===== src/rtl/slot2d_pkg.sv =====
package slot2d_pkg;

    localparam int DIM_W = 16;

    typedef struct packed {
        logic [DIM_W-1:0] x;
        logic [DIM_W-1:0] y;
        logic [DIM_W-1:0] w;
    } dims_t;

    function automatic logic same_dims(input dims_t a, input dims_t b);
        return (a.x == b.x) && (a.y == b.y) && (a.w == b.w);
    endfunction

endpackage


===== src/rtl/slot2d_pick.sv =====
module slot2d_pick #(
    parameter int N  = 2,
    parameter int IW = 1
) (
    input  logic [N-1:0]  elig,
    output logic          any,
    output logic [IW-1:0] idx
);
    always_comb begin
        idx = '0;
        for (int i = N - 1; i >= 0; i--) begin
            if (elig[i]) idx = IW'(i);
        end
    end
    assign any = |elig;
endmodule


===== src/rtl/slot2d_bank.sv =====
module slot2d_bank
    import slot2d_pkg::*;
#(
    parameter int SLOTS  = 2,
    parameter int SLOT_W = 1,
    parameter int CNT_W  = 5,
    parameter int MAXCNT = 16
) (
    input  logic                          clk,
    input  logic                          rst,
    input  logic                          inc_en,
    input  logic [SLOT_W-1:0]             inc_idx,
    input  dims_t                         inc_dims,
    input  logic                          dec_en,
    input  logic [SLOT_W-1:0]             dec_idx,
    output logic [SLOTS-1:0][CNT_W-1:0]   cnt_o,
    output dims_t [SLOTS-1:0]             dims_o
);
    for (genvar s = 0; s < SLOTS; s++) begin : g_slot
        logic up, dn;
        assign up = inc_en && (inc_idx == SLOT_W'(s));
        assign dn = dec_en && (dec_idx == SLOT_W'(s));

        always_ff @(posedge clk) begin
            if (rst) begin
                cnt_o[s]  <= '0;
                dims_o[s] <= '0;
            end else begin
                if (up && !dn)      cnt_o[s] <= cnt_o[s] + 1'b1;
                else if (dn && !up) cnt_o[s] <= cnt_o[s] - 1'b1;
                if (up) dims_o[s] <= inc_dims;
            end
        end

        p_no_underflow_r6: assert property (@(posedge clk) disable iff (rst)
            dn |-> (cnt_o[s] != '0));
        p_count_bound_r10: assert property (@(posedge clk) disable iff (rst)
            cnt_o[s] <= CNT_W'(MAXCNT));
        p_count_step_r4: assert property (@(posedge clk) disable iff (rst)
            (cnt_o[s] != $past(cnt_o[s])) |->
            ((cnt_o[s] == $past(cnt_o[s]) + 1'b1) || (cnt_o[s] == $past(cnt_o[s]) - 1'b1)));
    end
endmodule


===== src/rtl/slot2d_chtab.sv =====
module slot2d_chtab #(
    parameter int NUM_CH = 16,
    parameter int CH_W   = 4,
    parameter int SLOT_W = 1
) (
    input  logic                           clk,
    input  logic                           rst,
    input  logic                           set_en,
    input  logic [CH_W-1:0]                set_ch,
    input  logic [SLOT_W-1:0]              set_slot,
    input  logic                           clr_en,
    input  logic [CH_W-1:0]                clr_ch,
    output logic [NUM_CH-1:0]              held_o,
    output logic [NUM_CH-1:0][SLOT_W-1:0]  slot_o
);
    for (genvar c = 0; c < NUM_CH; c++) begin : g_ch
        always_ff @(posedge clk) begin
            if (rst) begin
                held_o[c] <= 1'b0;
                slot_o[c] <= '0;
            end else if (set_en && (set_ch == CH_W'(c))) begin
                held_o[c] <= 1'b1;
                slot_o[c] <= set_slot;
            end else if (clr_en && (clr_ch == CH_W'(c))) begin
                held_o[c] <= 1'b0;
            end
        end
    end

    p_set_only_free_r9: assert property (@(posedge clk) disable iff (rst)
        set_en |-> (!held_o[set_ch] || (clr_en && (clr_ch == set_ch))));
    p_clear_only_held_r7: assert property (@(posedge clk) disable iff (rst)
        clr_en |-> held_o[clr_ch]);
endmodule


===== src/rtl/slot2d_alloc.sv =====
module slot2d_alloc
    import slot2d_pkg::*;
#(
    parameter int NUM_CH = 16,
    parameter int SLOTS  = 2,
    localparam int CH_W   = $clog2(NUM_CH),
    localparam int SLOT_W = $clog2(SLOTS),
    localparam int CNT_W  = $clog2(NUM_CH + 1)
) (
    input  logic                       clk,
    input  logic                       rst,
    input  logic                       req_valid,
    input  logic [CH_W-1:0]            req_ch,
    input  logic [DIM_W-1:0]           req_x,
    input  logic [DIM_W-1:0]           req_y,
    input  logic [DIM_W-1:0]           req_w,
    input  logic                       rel_valid,
    input  logic [CH_W-1:0]            rel_ch,
    output logic                       gnt_valid,
    output logic                       gnt_busy,
    output logic [SLOT_W-1:0]          gnt_slot,
    output logic [NUM_CH-1:0]          ch_held,
    output logic [NUM_CH*SLOT_W-1:0]   ch_slot,
    output logic [SLOTS*CNT_W-1:0]     slot_cnt
);
    logic [NUM_CH-1:0]              held;
    logic [NUM_CH-1:0][SLOT_W-1:0]  slot_of;
    logic [SLOTS-1:0][CNT_W-1:0]    cnt;
    dims_t [SLOTS-1:0]              dims;
    dims_t                          req_d;
    logic                           rel_eff;
    logic [SLOT_W-1:0]              rel_slot;
    logic [SLOTS-1:0]               elig;
    logic                           pick_any;
    logic [SLOT_W-1:0]              pick_idx;
    logic                           holder_busy;
    logic                           grant;

    assign req_d    = '{x: req_x, y: req_y, w: req_w};
    assign rel_eff  = rel_valid && held[rel_ch];
    assign rel_slot = slot_of[rel_ch];

    // Eligibility is judged on the counts the release leaves behind.
    for (genvar s = 0; s < SLOTS; s++) begin : g_elig
        logic [CNT_W-1:0] cnt_after;
        assign cnt_after = cnt[s] - CNT_W'(rel_eff && (rel_slot == SLOT_W'(s)));
        assign elig[s]   = (cnt_after == '0) || same_dims(dims[s], req_d);
    end

    slot2d_pick #(.N(SLOTS), .IW(SLOT_W)) pick_i (
        .elig (elig),
        .any  (pick_any),
        .idx  (pick_idx)
    );

    assign holder_busy = held[req_ch] && !(rel_eff && (rel_ch == req_ch));
    assign grant       = req_valid && pick_any && !holder_busy;

    slot2d_bank #(
        .SLOTS(SLOTS), .SLOT_W(SLOT_W), .CNT_W(CNT_W), .MAXCNT(NUM_CH)
    ) bank_i (
        .clk      (clk),
        .rst      (rst),
        .inc_en   (grant),
        .inc_idx  (pick_idx),
        .inc_dims (req_d),
        .dec_en   (rel_eff),
        .dec_idx  (rel_slot),
        .cnt_o    (cnt),
        .dims_o   (dims)
    );

    slot2d_chtab #(.NUM_CH(NUM_CH), .CH_W(CH_W), .SLOT_W(SLOT_W)) chtab_i (
        .clk      (clk),
        .rst      (rst),
        .set_en   (grant),
        .set_ch   (req_ch),
        .set_slot (pick_idx),
        .clr_en   (rel_eff),
        .clr_ch   (rel_ch),
        .held_o   (held),
        .slot_o   (slot_of)
    );

    always_ff @(posedge clk) begin
        if (rst) begin
            gnt_valid <= 1'b0;
            gnt_busy  <= 1'b0;
            gnt_slot  <= '0;
        end else begin
            gnt_valid <= req_valid;
            gnt_busy  <= req_valid && !grant;
            gnt_slot  <= grant ? pick_idx : '0;
        end
    end

    assign ch_held  = held;
    assign ch_slot  = slot_of;
    assign slot_cnt = cnt;

    // Checking aid: total users across slots.
    int total_users;
    always_comb begin
        total_users = 0;
        for (int s = 0; s < SLOTS; s++) total_users += int'(cnt[s]);
    end

    p_users_match_r10: assert property (@(posedge clk) disable iff (rst)
        $countones(held) == total_users);
    p_one_resp_r2: assert property (@(posedge clk) disable iff (rst)
        req_valid |=> gnt_valid);
    p_grant_dims_r4: assert property (@(posedge clk) disable iff (rst)
        req_valid ##1 (gnt_valid && !gnt_busy) |->
        same_dims(dims[gnt_slot], $past(req_d)));
    p_busy_frozen_r5: assert property (@(posedge clk) disable iff (rst)
        req_valid && !rel_valid ##1 gnt_busy |->
        ($stable(cnt) && $stable(held)));
endmodule


===== config.mk =====
export PLATFORM = sky130hd
export DESIGN_NAME = slot2d_alloc
export DESIGN_NICKNAME = d
export VERILOG_FILES = /design/src/rtl/slot2d_pkg.sv /design/src/rtl/slot2d_pick.sv /design/src/rtl/slot2d_bank.sv /design/src/rtl/slot2d_chtab.sv /design/src/rtl/slot2d_alloc.sv
export SDC_FILE = /design/constraint.sdc
export NUM_CORES = 1
export LEC_CHECK = 0
export ABC_AREA = 1
export BUFFER_PORTS_ARGS = -buffer_cell sky130_fd_sc_hd__buf_2
export CORE_ASPECT_RATIO = 1.5
export CORE_MARGIN = 2
export CORE_UTILIZATION = 35
export CTS_CLUSTER_SIZE = 8
export DETAILED_ROUTE_END_ITERATION = 16
export PLACE_DENSITY = 0.56
export SETUP_SLACK_MARGIN = 0.15
export SLEW_MARGIN = 20
export SYNTH_ARGS = -nofsm -noshare
export SYNTH_HDL_FRONTEND = slang
export SYNTH_SLANG_ARGS = --single-unit

===== constraint.sdc =====
create_clock -name clk -period 4.95 [get_ports clk]
set_input_delay 0.7425 -clock clk [delete_from_list [all_inputs] [get_ports clk]]
set_output_delay 0.7425 -clock clk [all_outputs]
set_load 0.02 [all_outputs]

# Word level (Yosys, flattened, before mapping)
# Cells that the tools add are included.
dict set report word_totals {
  inputBits 60
  mem_bits_rw 0
  regBits 141
  wordCells 218
  n_memories 0
  output_inout_bits 45
  latch_bits 0
  rom_bits 0
}
dict set report op_classes {
  n_bitwise 3
  magnitude_cmp 2
  multipliers 0
  shift 0
  n_div 0
  mux 44
  n_reduce_logical 83
  addsub 6
  eq_ne 37
}
# operator count
set op_table {}
lappend op_table {{16-bit == test} 6}
lappend op_table {{4-bit == test, second input constant} 16}
lappend op_table {{1-bit logical AND} 50}
lappend op_table {{1-bit two-way mux} 37}
lappend op_table {{2-bit nonzero test} 18}
lappend op_table {{4-bit by 3-bit == test with 1-bit output, second input constant} 8}
lappend op_table {{5-bit two-way mux} 4}
lappend op_table {{4-bit by 2-bit == test with 1-bit output, second input constant} 4}
lappend op_table {{1-bit binary-select mux with 4-bit select} 3}
lappend op_table {{5-bit by 1-bit adder with 5-bit output, second input constant} 2}
lappend op_table {{5-bit logical NOT} 2}
lappend op_table {{4-bit by 5-bit less-than comparator with 1-bit output, second input constant} 2}
lappend op_table {{5-bit by 1-bit subtractor with 5-bit output} 2}
lappend op_table {{5-bit by 1-bit subtractor with 5-bit output, second input constant} 2}
lappend op_table {{4-bit by 1-bit == test with 1-bit output, second input constant} 2}
lappend op_table {{4-bit logical NOT} 2}
lappend op_table {{1-bit logical NOT} 7}
lappend op_table {{4-bit == test} 1}
lappend op_table {{2-bit OR reduction} 2}
lappend op_table {{1-bit inverter} 3}
lappend op_table {{1-bit logical OR} 2}

# Depth between registers and ports, before layout
# Gate-level depths: netlist of the first run.
dict set report logic_depth {
  ltp_word 15
  depth_mapped 34
  mapped_depth_nobuf 31
}

# Hierarchy
# Synthesis of the first run repeated with hierarchy kept, for this count alone.
dict set report unflattened {
  hier_cells 1098
  hier_area_um2 7519.7
}
# module area_each_um2 cells_each instances seq_area_each_um2
set by_module_without_submodules {}
lappend by_module_without_submodules {slot2d_bank 4056.4 527 1 2122.0}
lappend by_module_without_submodules {slot2d_alloc 2050.7 359 1 60.1}
lappend by_module_without_submodules {slot2d_chtab 1397.6 208 1 640.6}
lappend by_module_without_submodules {slot2d_pick 15.0 4 1 0.0}

# Worst setup path after synthesis of the first run
# OpenSTA, ideal clock, no wires.
dict set report synth_path {
  path_type {input -> register}
  start {input rel_ch[0]}
  end {register bank_i.cnt_o[9] (netlist name)}
  t_arrival_ns 4.184
  path_slack_ns 0.647
  t_required_ns 4.831
  stages 33
  cell_sequence {buf_4 > nand2_1 > nand2_1 > nand2_1 > nand2_1 > nand2_1 > nand2_1 > inv_2 > nand2_2 > nand2_1 > clkbuf_1 > inv_1 > nand2_1 > inv_1 > ha_1 > xnor2_1 > nand4_1 > nand2_1 > inv_1 > nor2_1 > nand2_4 > clkinv_2 > buf_2 > ha_1 > inv_1 > fa_1 > a21o_1 > a21oi_1 > nor2_1 > nor2_1 > nand2_1 > o21ai_0 > a21oi_1}
}
dict set report synth_between {
  elab_chain_cells 14
}
# element line_no
set synth_rtl {}
lappend synth_rtl {{start: declaration} slot2d_alloc.sv:18} ;# input logic [CH_W-1:0] rel_ch,
lappend synth_rtl {{1-bit binary-select mux with 4-bit select (on tied branches)} {slot2d_alloc.sv:40, slot2d_alloc.sv:41}}
lappend synth_rtl {{1-bit two-way mux (on tied branches)} {slot2d_alloc.sv:40, slot2d_alloc.sv:41}}
lappend synth_rtl {{1-bit logical AND or 1-bit inverter (tied branches)} {slot2d_alloc.sv:40, slot2d_alloc.sv:46}}
lappend synth_rtl {{1-bit logical AND} slot2d_alloc.sv:46} ;# assign cnt_after = cnt[s] - CNT_W'(rel_eff && (rel_slot == SLOT_W'(s)));
lappend synth_rtl {{5-bit by 1-bit subtractor with 5-bit output} slot2d_alloc.sv:46}
lappend synth_rtl {{5-bit logical NOT} slot2d_alloc.sv:47} ;# assign elig[s] = (cnt_after == '0) || same_dims(dims[s], req_d);
lappend synth_rtl {{1-bit logical OR} slot2d_alloc.sv:47}
lappend synth_rtl {{2-bit OR reduction} slot2d_pick.sv:15} ;# assign any = |elig;
lappend synth_rtl {{1-bit logical AND (2 in series)} slot2d_alloc.sv:57} ;# assign grant = req_valid && pick_any && !holder_busy;
lappend synth_rtl {{1-bit logical AND *} slot2d_bank.sv:21} ;# assign up = inc_en && (inc_idx == SLOT_W'(s));
lappend synth_rtl {{net bank_i.g_slot[1].up} slot2d_bank.sv:20} ;# logic up, dn;
lappend synth_rtl {{1-bit logical NOT} slot2d_bank.sv:30} ;# else if (dn && !up) cnt_o[s] <= cnt_o[s] - 1'b1;
lappend synth_rtl {{1-bit logical AND} slot2d_bank.sv:30}
lappend synth_rtl {{2-bit nonzero test (no line)} n/a}
lappend synth_rtl {{end signal: indexed assignment} slot2d_bank.sv:29} ;# if (up && !dn) cnt_o[s] <= cnt_o[s] + 1'b1;
lappend synth_rtl {{end signal: indexed assignment} slot2d_bank.sv:30}
lappend synth_rtl {{end: declaration} slot2d_bank.sv:16} ;# output logic [SLOTS-1:0][CNT_W-1:0] cnt_o,
# The timed path passes the listed nets; every way through them passes the cells marked *. The select of a mux whose other input is x is not followed.
# A chain may end at the register's enable or synchronous reset.

# Worst setup path after layout of the first run
dict set report layout_path {
  start {input rel_ch[0]}
  end {register bank_i.cnt_o[9] (netlist name)}
}
dict set report layout_between {
  elab_chain_cells 14
}
# element line_no
set layout_rtl {}
lappend layout_rtl {{1-bit binary-select mux with 4-bit select (on tied branches)} {slot2d_alloc.sv:40, slot2d_alloc.sv:41}}
lappend layout_rtl {{1-bit two-way mux (on tied branches)} {slot2d_alloc.sv:40, slot2d_alloc.sv:41}}
lappend layout_rtl {{1-bit logical AND or 1-bit inverter (tied branches)} {slot2d_alloc.sv:40, slot2d_alloc.sv:46}}
lappend layout_rtl {{1-bit logical AND (on tied branches)} {slot2d_alloc.sv:46, slot2d_bank.sv:22}}
lappend layout_rtl {{5-bit by 1-bit subtractor with 5-bit output} slot2d_alloc.sv:46}
lappend layout_rtl {{5-bit logical NOT} slot2d_alloc.sv:47}
lappend layout_rtl {{1-bit logical OR} slot2d_alloc.sv:47}
lappend layout_rtl {{2-bit OR reduction} slot2d_pick.sv:15}
lappend layout_rtl {{1-bit logical AND (2 in series)} slot2d_alloc.sv:57}
lappend layout_rtl {{1-bit logical AND} slot2d_bank.sv:21}
lappend layout_rtl {{1-bit logical NOT} slot2d_bank.sv:30}
lappend layout_rtl {{1-bit logical AND} slot2d_bank.sv:30}
lappend layout_rtl {{2-bit nonzero test (no line)} n/a}
# Several ways; a longest one is shown, not always the timed one. The select of a mux whose other input is x is not followed.

==> results of run 1 <==
## kinds of logic (layout without fill, tap and decap cells)
| family | count (synthesis) | after routing |
|---|---|---|
| other | 0 | 1 |
| adders and majority gates | 12 | 12 |
| xor gates and xnor gates | 67 | 67 |
| AOI/OAI and AO/OA | 109 | 109 |
| DFF | 141 | 141 |
| and+or+nand+nor | 723 | 723 |
| buffers and inverters | 247 | 345 |
## layer usage
layer / routed length (um) / up-vias / GRT usage
li1: - / 4092 / -
met5: 0 / - / 0
met1: 9126 / 3510 / 0.2130
met2: 12180 / 182 / 0.3635
met3: 910 / 45 / 0.03255
met4: 789 / 0 / 0.08791
## final cells by class
type | count | area (um^2)
antenna | 1 | 2.502
clock buffer | 19 | 432.9
clock inverter | 13 | 187.7
fill | 2473 | 13470
inverter | 200 | 753.2
multi-input combinational | 911 | 4258
sequential | 141 | 2823
tap | 280 | 350.3
timing repair buffer | 113 | 613.1
## power by group
group          switching (mW)  internal, mW  leakage (nW)
clock                   0.524         0.846         0.294
sequential              0.250          1.51          1.16
combinational            1.38         0.818          3.25
total                    2.15          3.17          4.70
## worst paths after layout
check / start / end / slack, ns / cells after the start
worst max-delay path: rel_ch[0] / bank_i.cnt_o[9] / 0.83 / 27
worst min register to register: bank_i.dims_o[71] / bank_i.dims_o[71] / 0.50 / 2
worst max register to register: chtab_i.held_o[9] / bank_i.cnt_o[9] / 1.26 / 30
worst min-delay path: bank_i.dims_o[71] / bank_i.dims_o[71] / 0.50 / 2
## registers in the layout, summed over array words and instances, names as in the netlist
name            flops
gnt_busy            1
bank_i.dims_o      96
gnt_slot            1
gnt_valid           1
chtab_i.held_o     16
bank_i.cnt_o       10
chtab_i.slot_o     16
## worst register-to-register path, delay by kind of cell, from the launching register on
kind | cells | cell delay, ns
flops | 1 | 0.43
buf+inv | 6 | 0.42
simple gates | 16 | 1.36
xor+xnor | 1 | 0.11
fa+ha+maj | 3 | 0.73
compound gates | 4 | 0.53
## stage by stage
stage          hold WS (ns)  power [mW]  instances  instance area [um^2]  setup slack, ns
6_report             0.4990       5.320       1678                  9420           0.8331
2_1_floorplan        0.4735       3.521       1299                  8097           0.6469
3_3_place_gp         0.4838       3.967       1645                  8797           0.4610
3_5_place_dp         0.4914       4.003       1645                  8797           0.3947
4_1_cts              0.5009       5.396       1677                  9418           0.8420
5_1_grt              0.5214       5.804       1677                  9418           0.3226
## cell usage in the layout, fill, tap and decap left out, types with 2 or more instances in the layout
cell        count
inv_6           3
a22oi_1         8
o21ai_0        53
nand2_1       397
a211oi_1        2
nand4_1        13
inv_1         190
nor2_1        223
xnor2_1        63
bufinv_16       4
a21o_1          2
clkinv_2        4
clkbuf_16      17
inv_2           8
nand3_1        70
xor2_1          4
clkbuf_1        2
buf_4           7
buf_2         104
nand2_2        12
fa_1            2
o21ai_1        20
buf_12          2
a21oi_1        22
nor2_4          2
clkinvlp_4      3
ha_1           10
dfxtp_1       141
==> metrics.md, run 1 <==
| Metric | Value |
|---|---|
| PostCTS Resize Cnt | 0 |
| Crit path time final | ~4.1 ns |
| CTS buffer count | 17 |
| Via count | 7,829 |
| Crit-path max cell delay | ~0.46 ns |
| Total track usage | 0.1951 |
| Yosys top cell area share | 0.3486 |
| Arrival time worst endpoint | 4.44 ns |
| Maxcap violations | 0 |
| Drt drc | 0 |
| Clock Pin Slew Worst Setup and Hold Paths | 0.06 ns |
| # IOs | 105 |
| Vias per cell | 4.666 |
| Post-CTS Setup Bufs | 0 |
| Longest Clk Path Bufs | 2 |
| Primary FF master, synth | dfxtp_1 |
| Final period util | 0.8317 |
| CP top delay family | simple AND/OR/NAND/NOR gates |
| Final Max Slew Viols | 0 |
| Buf/Inv on CP | 6 |
| Antenna viol nets, final | 0 |
| Mean post-synth cell area | ~6.2 um^2 |
| Max Clk Rate | 0.2429 GHz |
| Routed WL | about 23,000 um |
| #FFs+latches synth | approximately 140 |
| Worst slew pin tran | 0.8155 ns |
| Kind of critical path | input port to flop |
| TritonCTS clock tree | done |
| Unrepaired setup endpoints after global routing | no |
| Netlist cell types | 34 |
| Synth area leaders | dfxtp_1 35%, nand2_1 18%, nor2_1 10% |
| Area Growth Syn to Fin | 16.35% |
| Asr flop ratio synth | 0 |
| Synthesized-area fraction occupied by and/or/nand/nor cells | 0.3590 |
| Maximum vdd drop | 0.3443 mV |
| Post-Route Utilization | 0.4116 |
| Worst Hold Class | flop to flop |
| Synthesized area | just over 0.008 mm^2 |
| Htree depth | 4 |
| Static leakage | around 4.7 nW |
| Dpl hpwl | 16,330 um |
| Row cnt | 68 |
| Most common cell in the netlist | nand2_1 |
| CP Capture Type | flop |
| Die X | about 130 um |
| Initial antenna violation count | 1 |
| Most frequent CP cell | nand2_1 |
| Max FO, Critical Path | 13 |
| Clock insertion delay at the later pin of the skew report | approximately 0.44 ns |
| Total die area | approximately 0.024 mm^2 |
| Synth warn | 0 |
| First-pass GRT wire length | 37,160 um |
| Post-synthesis mux area share | 0 |
| Post-synth top cells | 398 x nand2_1, 224 x nor2_1, 190 x inv_1 |
| # clock sinks | 141 |
| Drt first pass iters | 5 |
| Fin Setup TNS | 0 ns |
| Net Count, Synth | 1,371 |
| Die height | 190.3 um |
| Largest area contributor in the netlist | dfxtp_1 |
| Slew headroom | 0.4563 |
| Syn Inst Count | about 1,300 |
| Setup Skew | 0.01141 ns |
| Largest net degree at the start of global routing | 62 |
| Slowest cell on crit path | nor2_1 |
| Gp weighted congestion | 0.9228 |
| Fraction of layout cells with a size suffix above 1 | 0.1238 |
| PwrDens | 564.8 mW/mm^2 |
| Startpoint types | input port |
| Port bufs | about 100 |
| Vias in the first global route | roughly 7,400 |
| Largest family of logic cells by synthesized area | simple AND/OR/NAND/NOR gates |
| Initial DRC Count | 406 |
| Fin nets | 1,456 |
| Sequential area share after synthesis | 0.3486 |
| Outcome | finished clean |
| Adder-Cell Fraction of Synth Area | 0.02040 |
| Initial core utilization | 0.3538 |
| Worst Path Required | roughly 5.3 ns |
| Hold-fix buffers, CTS | 0 |
| Core area | approximately 0.023 mm^2 |
| Final hold violations | 0 |
| Xor/xnor share of the synthesized area | 0.07248 |
| Number of enable flip-flop cells after synthesis | 0 |
| Routed length per instance | 13.71 um |
| CTS Root Buffer Type | clkbuf_16 |
| Setup violations, final | 0 |
| Compound-Gate Fraction of Synth Area | 0.07279 |
| Grt total ovfl | 0 |
Note: power is estimated with default switching activity, not from simulation.
==> inputs of run 2 (changes only) <==
Settings changed: PLACE_DENSITY 0.56 to 0.58.
Clock period 4.95 ns to 3.5 ns, I/O delays scaled along.
==> run 2 against run 1 <==
  * First-iteration DRC count grew 6.7%
  * Register-to-register slack lost 1.0 ns
  * Via count increased by 0.72%
  * Global-route usage is 0.41 points lower
  * Critical path depth unchanged
  * Sequential share of layout area shrank 1.6 points
  * Routed wire length fell by 0.26%
  * Die area did not move
  * Non-clock buffer count rose by 44
  * Clock skew shrank 0.0016 ns
  * Clock power up 34%
  * Count of clock-buffer cells in the layout shrank 1
  * Critical path type unchanged
  * Largest cell class unchanged
==> metrics.md, run 2 (synthesized netlist as in run 1, its figures left out) <==
| Metric | Value |
|---|---|
| Die height | 190.3 um (unchanged) |
| Final hold violations | 0 (unchanged) |
| Static leakage | 4.937 nW (was 4.700 nW) |
| Initial DRC Count | 433 (was 406) |
| # clock sinks | 141 (unchanged) |
| Outcome | finished clean (unchanged) |
| Total die area | 0.02439 mm^2 (unchanged) |
| Clock insertion delay at the later pin of the skew report | 0.43 ns (was 0.44 ns) |
| Drt drc | 0 (unchanged) |
| Crit path time final | 3.323 ns |
| # IOs | 105 (unchanged) |
| First-pass GRT wire length | 36,570 um (was 37,160 um) |
| Startpoint types | input port (unchanged) |
| Largest net degree at the start of global routing | 68 (was 62) |
| Fin Setup TNS | 0 ns (unchanged) |
| FILL cells | 2,393 (was 2,473) |
| Setup violations, final | 0 (unchanged) |
| Final Max Slew Viols | 0 (unchanged) |
| Buf/Inv on CP | 6 (unchanged) |
| Routed WL | 22,950 um (was 23,010 um) |
| Largest regs | bank_i.dims_o x96, chtab_i.held_o x16, chtab_i.slot_o x16 (unchanged) |
| Total track usage | 0.1910 (was 0.1951) |
| Crit-path max cell delay | 0.33 ns (was 0.46 ns) |
| Post-Route Utilization | 0.4363 (was 0.4116) |
| Final period util | 0.9493 |
| Slew headroom | 0.4959 (was 0.4563) |
| Slowest cell on crit path | fa_2 (was nor2_1) |
| Antenna viol nets, final | 0 (unchanged) |
| Overall Power | 7.784 mW (was 5.320 mW) |
| Drt first pass iters | 4 (was 5) |
| Fraction of layout cells with a size suffix above 1 | 0.1825 (was 0.1238) |
| Dpl hpwl | 16,270 um (was 16,330 um) |
| Commonest cells after routing, fill and taps aside | 388 x nand2_1, 218 x nor2_1, 181 x inv_1 (was 397 x nand2_1, 223 x nor2_1, 190 x inv_1) |
| Unrepaired setup endpoints after global routing | yes (was no) |
| Grt total ovfl | 0 (unchanged) |
| Most frequent CP cell | nand2_1 (unchanged) |
| CP Capture Type | flop (unchanged) |
| Via count | 7,885 (was 7,829) |
| CP top delay family | simple AND/OR/NAND/NOR gates (unchanged) |
| Sequential cell area | 0.002828 mm^2 (was 0.002823 mm^2) |
| Max FFs per register | 96 (unchanged) |
| Maxcap violations | 0 (unchanged) |
| Initial antenna violation count | 1 (unchanged) |
| Kind of critical path | input port to flop (unchanged) |
| Routed length per instance | 13.32 um (was 13.71 um) |
| PwrDens | 779.6 mW/mm^2 (was 564.8 mW/mm^2) |
| Gp weighted congestion | 0.9212 (was 0.9228) |
| DP Worst Slack | -0.3724 ns (was 0.3947 ns) |
| CTS buffer count | 17 (unchanged) |
| Worst slew pin tran | 0.7562 ns (was 0.8155 ns) |
| Max FO, Critical Path | 7 (was 13) |
| Post-place instance area | 0.009225 mm^2 (was 0.008797 mm^2) |
| Fin nets | 1,500 (was 1,456) |
| Setup Skew | 0.009831 ns (was 0.01141 ns) |
| TritonCTS clock tree | done (unchanged) |
| Maximum vdd drop | 0.4284 mV (was 0.3443 mV) |
| Die X | 128.2 um (unchanged) |
| Area Growth Syn to Fin | 23.32% (was 16.35%) |
| Arrival time worst endpoint | 3.64 ns (was 4.44 ns) |
| Most common cell after layout, fill and taps aside | nand2_1 (unchanged) |
| Most flops, register | bank_i.dims_o (unchanged) |
| Core area | 0.02289 mm^2 (unchanged) |
| Row cnt | 68 (unchanged) |
| Final worst slack | 0.1773 ns (was 0.8331 ns) |
| Vias per cell | 4.576 (was 4.666) |
| Vias in the first global route | 7,304 (was 7,371) |
| Clock Pin Slew Worst Setup and Hold Paths | 0.06 ns (about the same) |
| Port bufs | 104 (unchanged) |
| Longest Clk Path Bufs | 2 (unchanged) |
| Initial core utilization | 0.3538 (unchanged) |
| CTS Root Buffer Type | clkbuf_16 (unchanged) |
| Max Clk Rate | roughly 0.3 GHz |
| Worst Hold Class | input port to flop (was flop to flop) |
| Multi-input gate area | 0.004458 mm^2 (was 0.004258 mm^2) |
| Worst Path Required | 3.81 ns (was 5.27 ns) |
| Final Cell Area | 0.009985 mm^2 (was 0.009420 mm^2) |
| Htree depth | 4 (unchanged) |
==> run 2: cell count changes in the layout (fill, tap and decap cells not counted), sizes merged <==
| cell | change |
|---|---|
| buf | +44 |
| bufinv | -2 |
| clkinv | +2 |
| clkinvlp | +1 |
| clkbuf | -1 |
| diode | +1 |
==> run 2: layout make-up <==
type / count / area share
multi-input combinational: 911 / 0.4465
tap: 280 / 0.03509
clock buffer: 18 / 0.04398
antenna: 2 / 0.0005013
clock inverter: 14 / 0.01566
timing repair buffer: 157 / 0.09737
inverter: 200 / 0.07769
sequential: 141 / 0.2832
==> run 2: worst paths after layout <==
kind | startpoint | endpoint | slack, ns | depth (start not counted)
max | rel_ch[0] | bank_i.cnt_o[4] | 0.18 | 27
min | req_x[1] | bank_i.dims_o[81] | 0.38 | 3
max reg2reg | chtab_i.slot_o[0] | bank_i.cnt_o[4] | 0.22 | 23
min reg2reg | chtab_i.slot_o[12] | chtab_i.slot_o[12] | 0.49 | 2
==> run 2: worst register-to-register path: cells and delay by family (launching register included) <==
kind            cells  cell delay (ns)
compound gates      5             0.71
buf+inv             3             0.17
xor+xnor            1             0.12
flops               1             0.35
fa+ha+maj           3             0.61
simple gates       11             1.22
==> run 2: power breakdown <==
group | switching [mW] | internal, mW | leakage [nW]
logic | 2.04 | 1.42 | 3.50
clock network | 0.756 | 1.08 | 0.280
registers | 0.356 | 2.13 | 1.16
total | 3.16 | 4.63 | 4.94
==> run 2: what timing repair did <==
item,4_1_cts,5_1_grt
setup endpoints to repair,3,5
pin swaps,3,23
hold buffers,0,0
gates resized for setup,5,29
setup buffers,1,3
==> run 2: metal layers <==
| metal | vias to the layer above | global-route usage | wire, um |
|---|---|---|---|
| li1 | 4178 | - | - |
| met1 | 3527 | 0.2058 | 9418 |
| met2 | 149 | 0.3574 | 12110 |
| met3 | 31 | 0.03872 | 776 |
| met4 | 0 | 0.07946 | 645 |
| met5 | - | 0 | 0 |
==> run 2: per-stage QoR <==
step                hold WS [ns]  cells
floorplan                 0.4735   1299
global placement          0.4707   1685
detailed placement        0.4798   1685
CTS                       0.3555   1718
global route              0.3786   1721
finish                    0.3794   1723
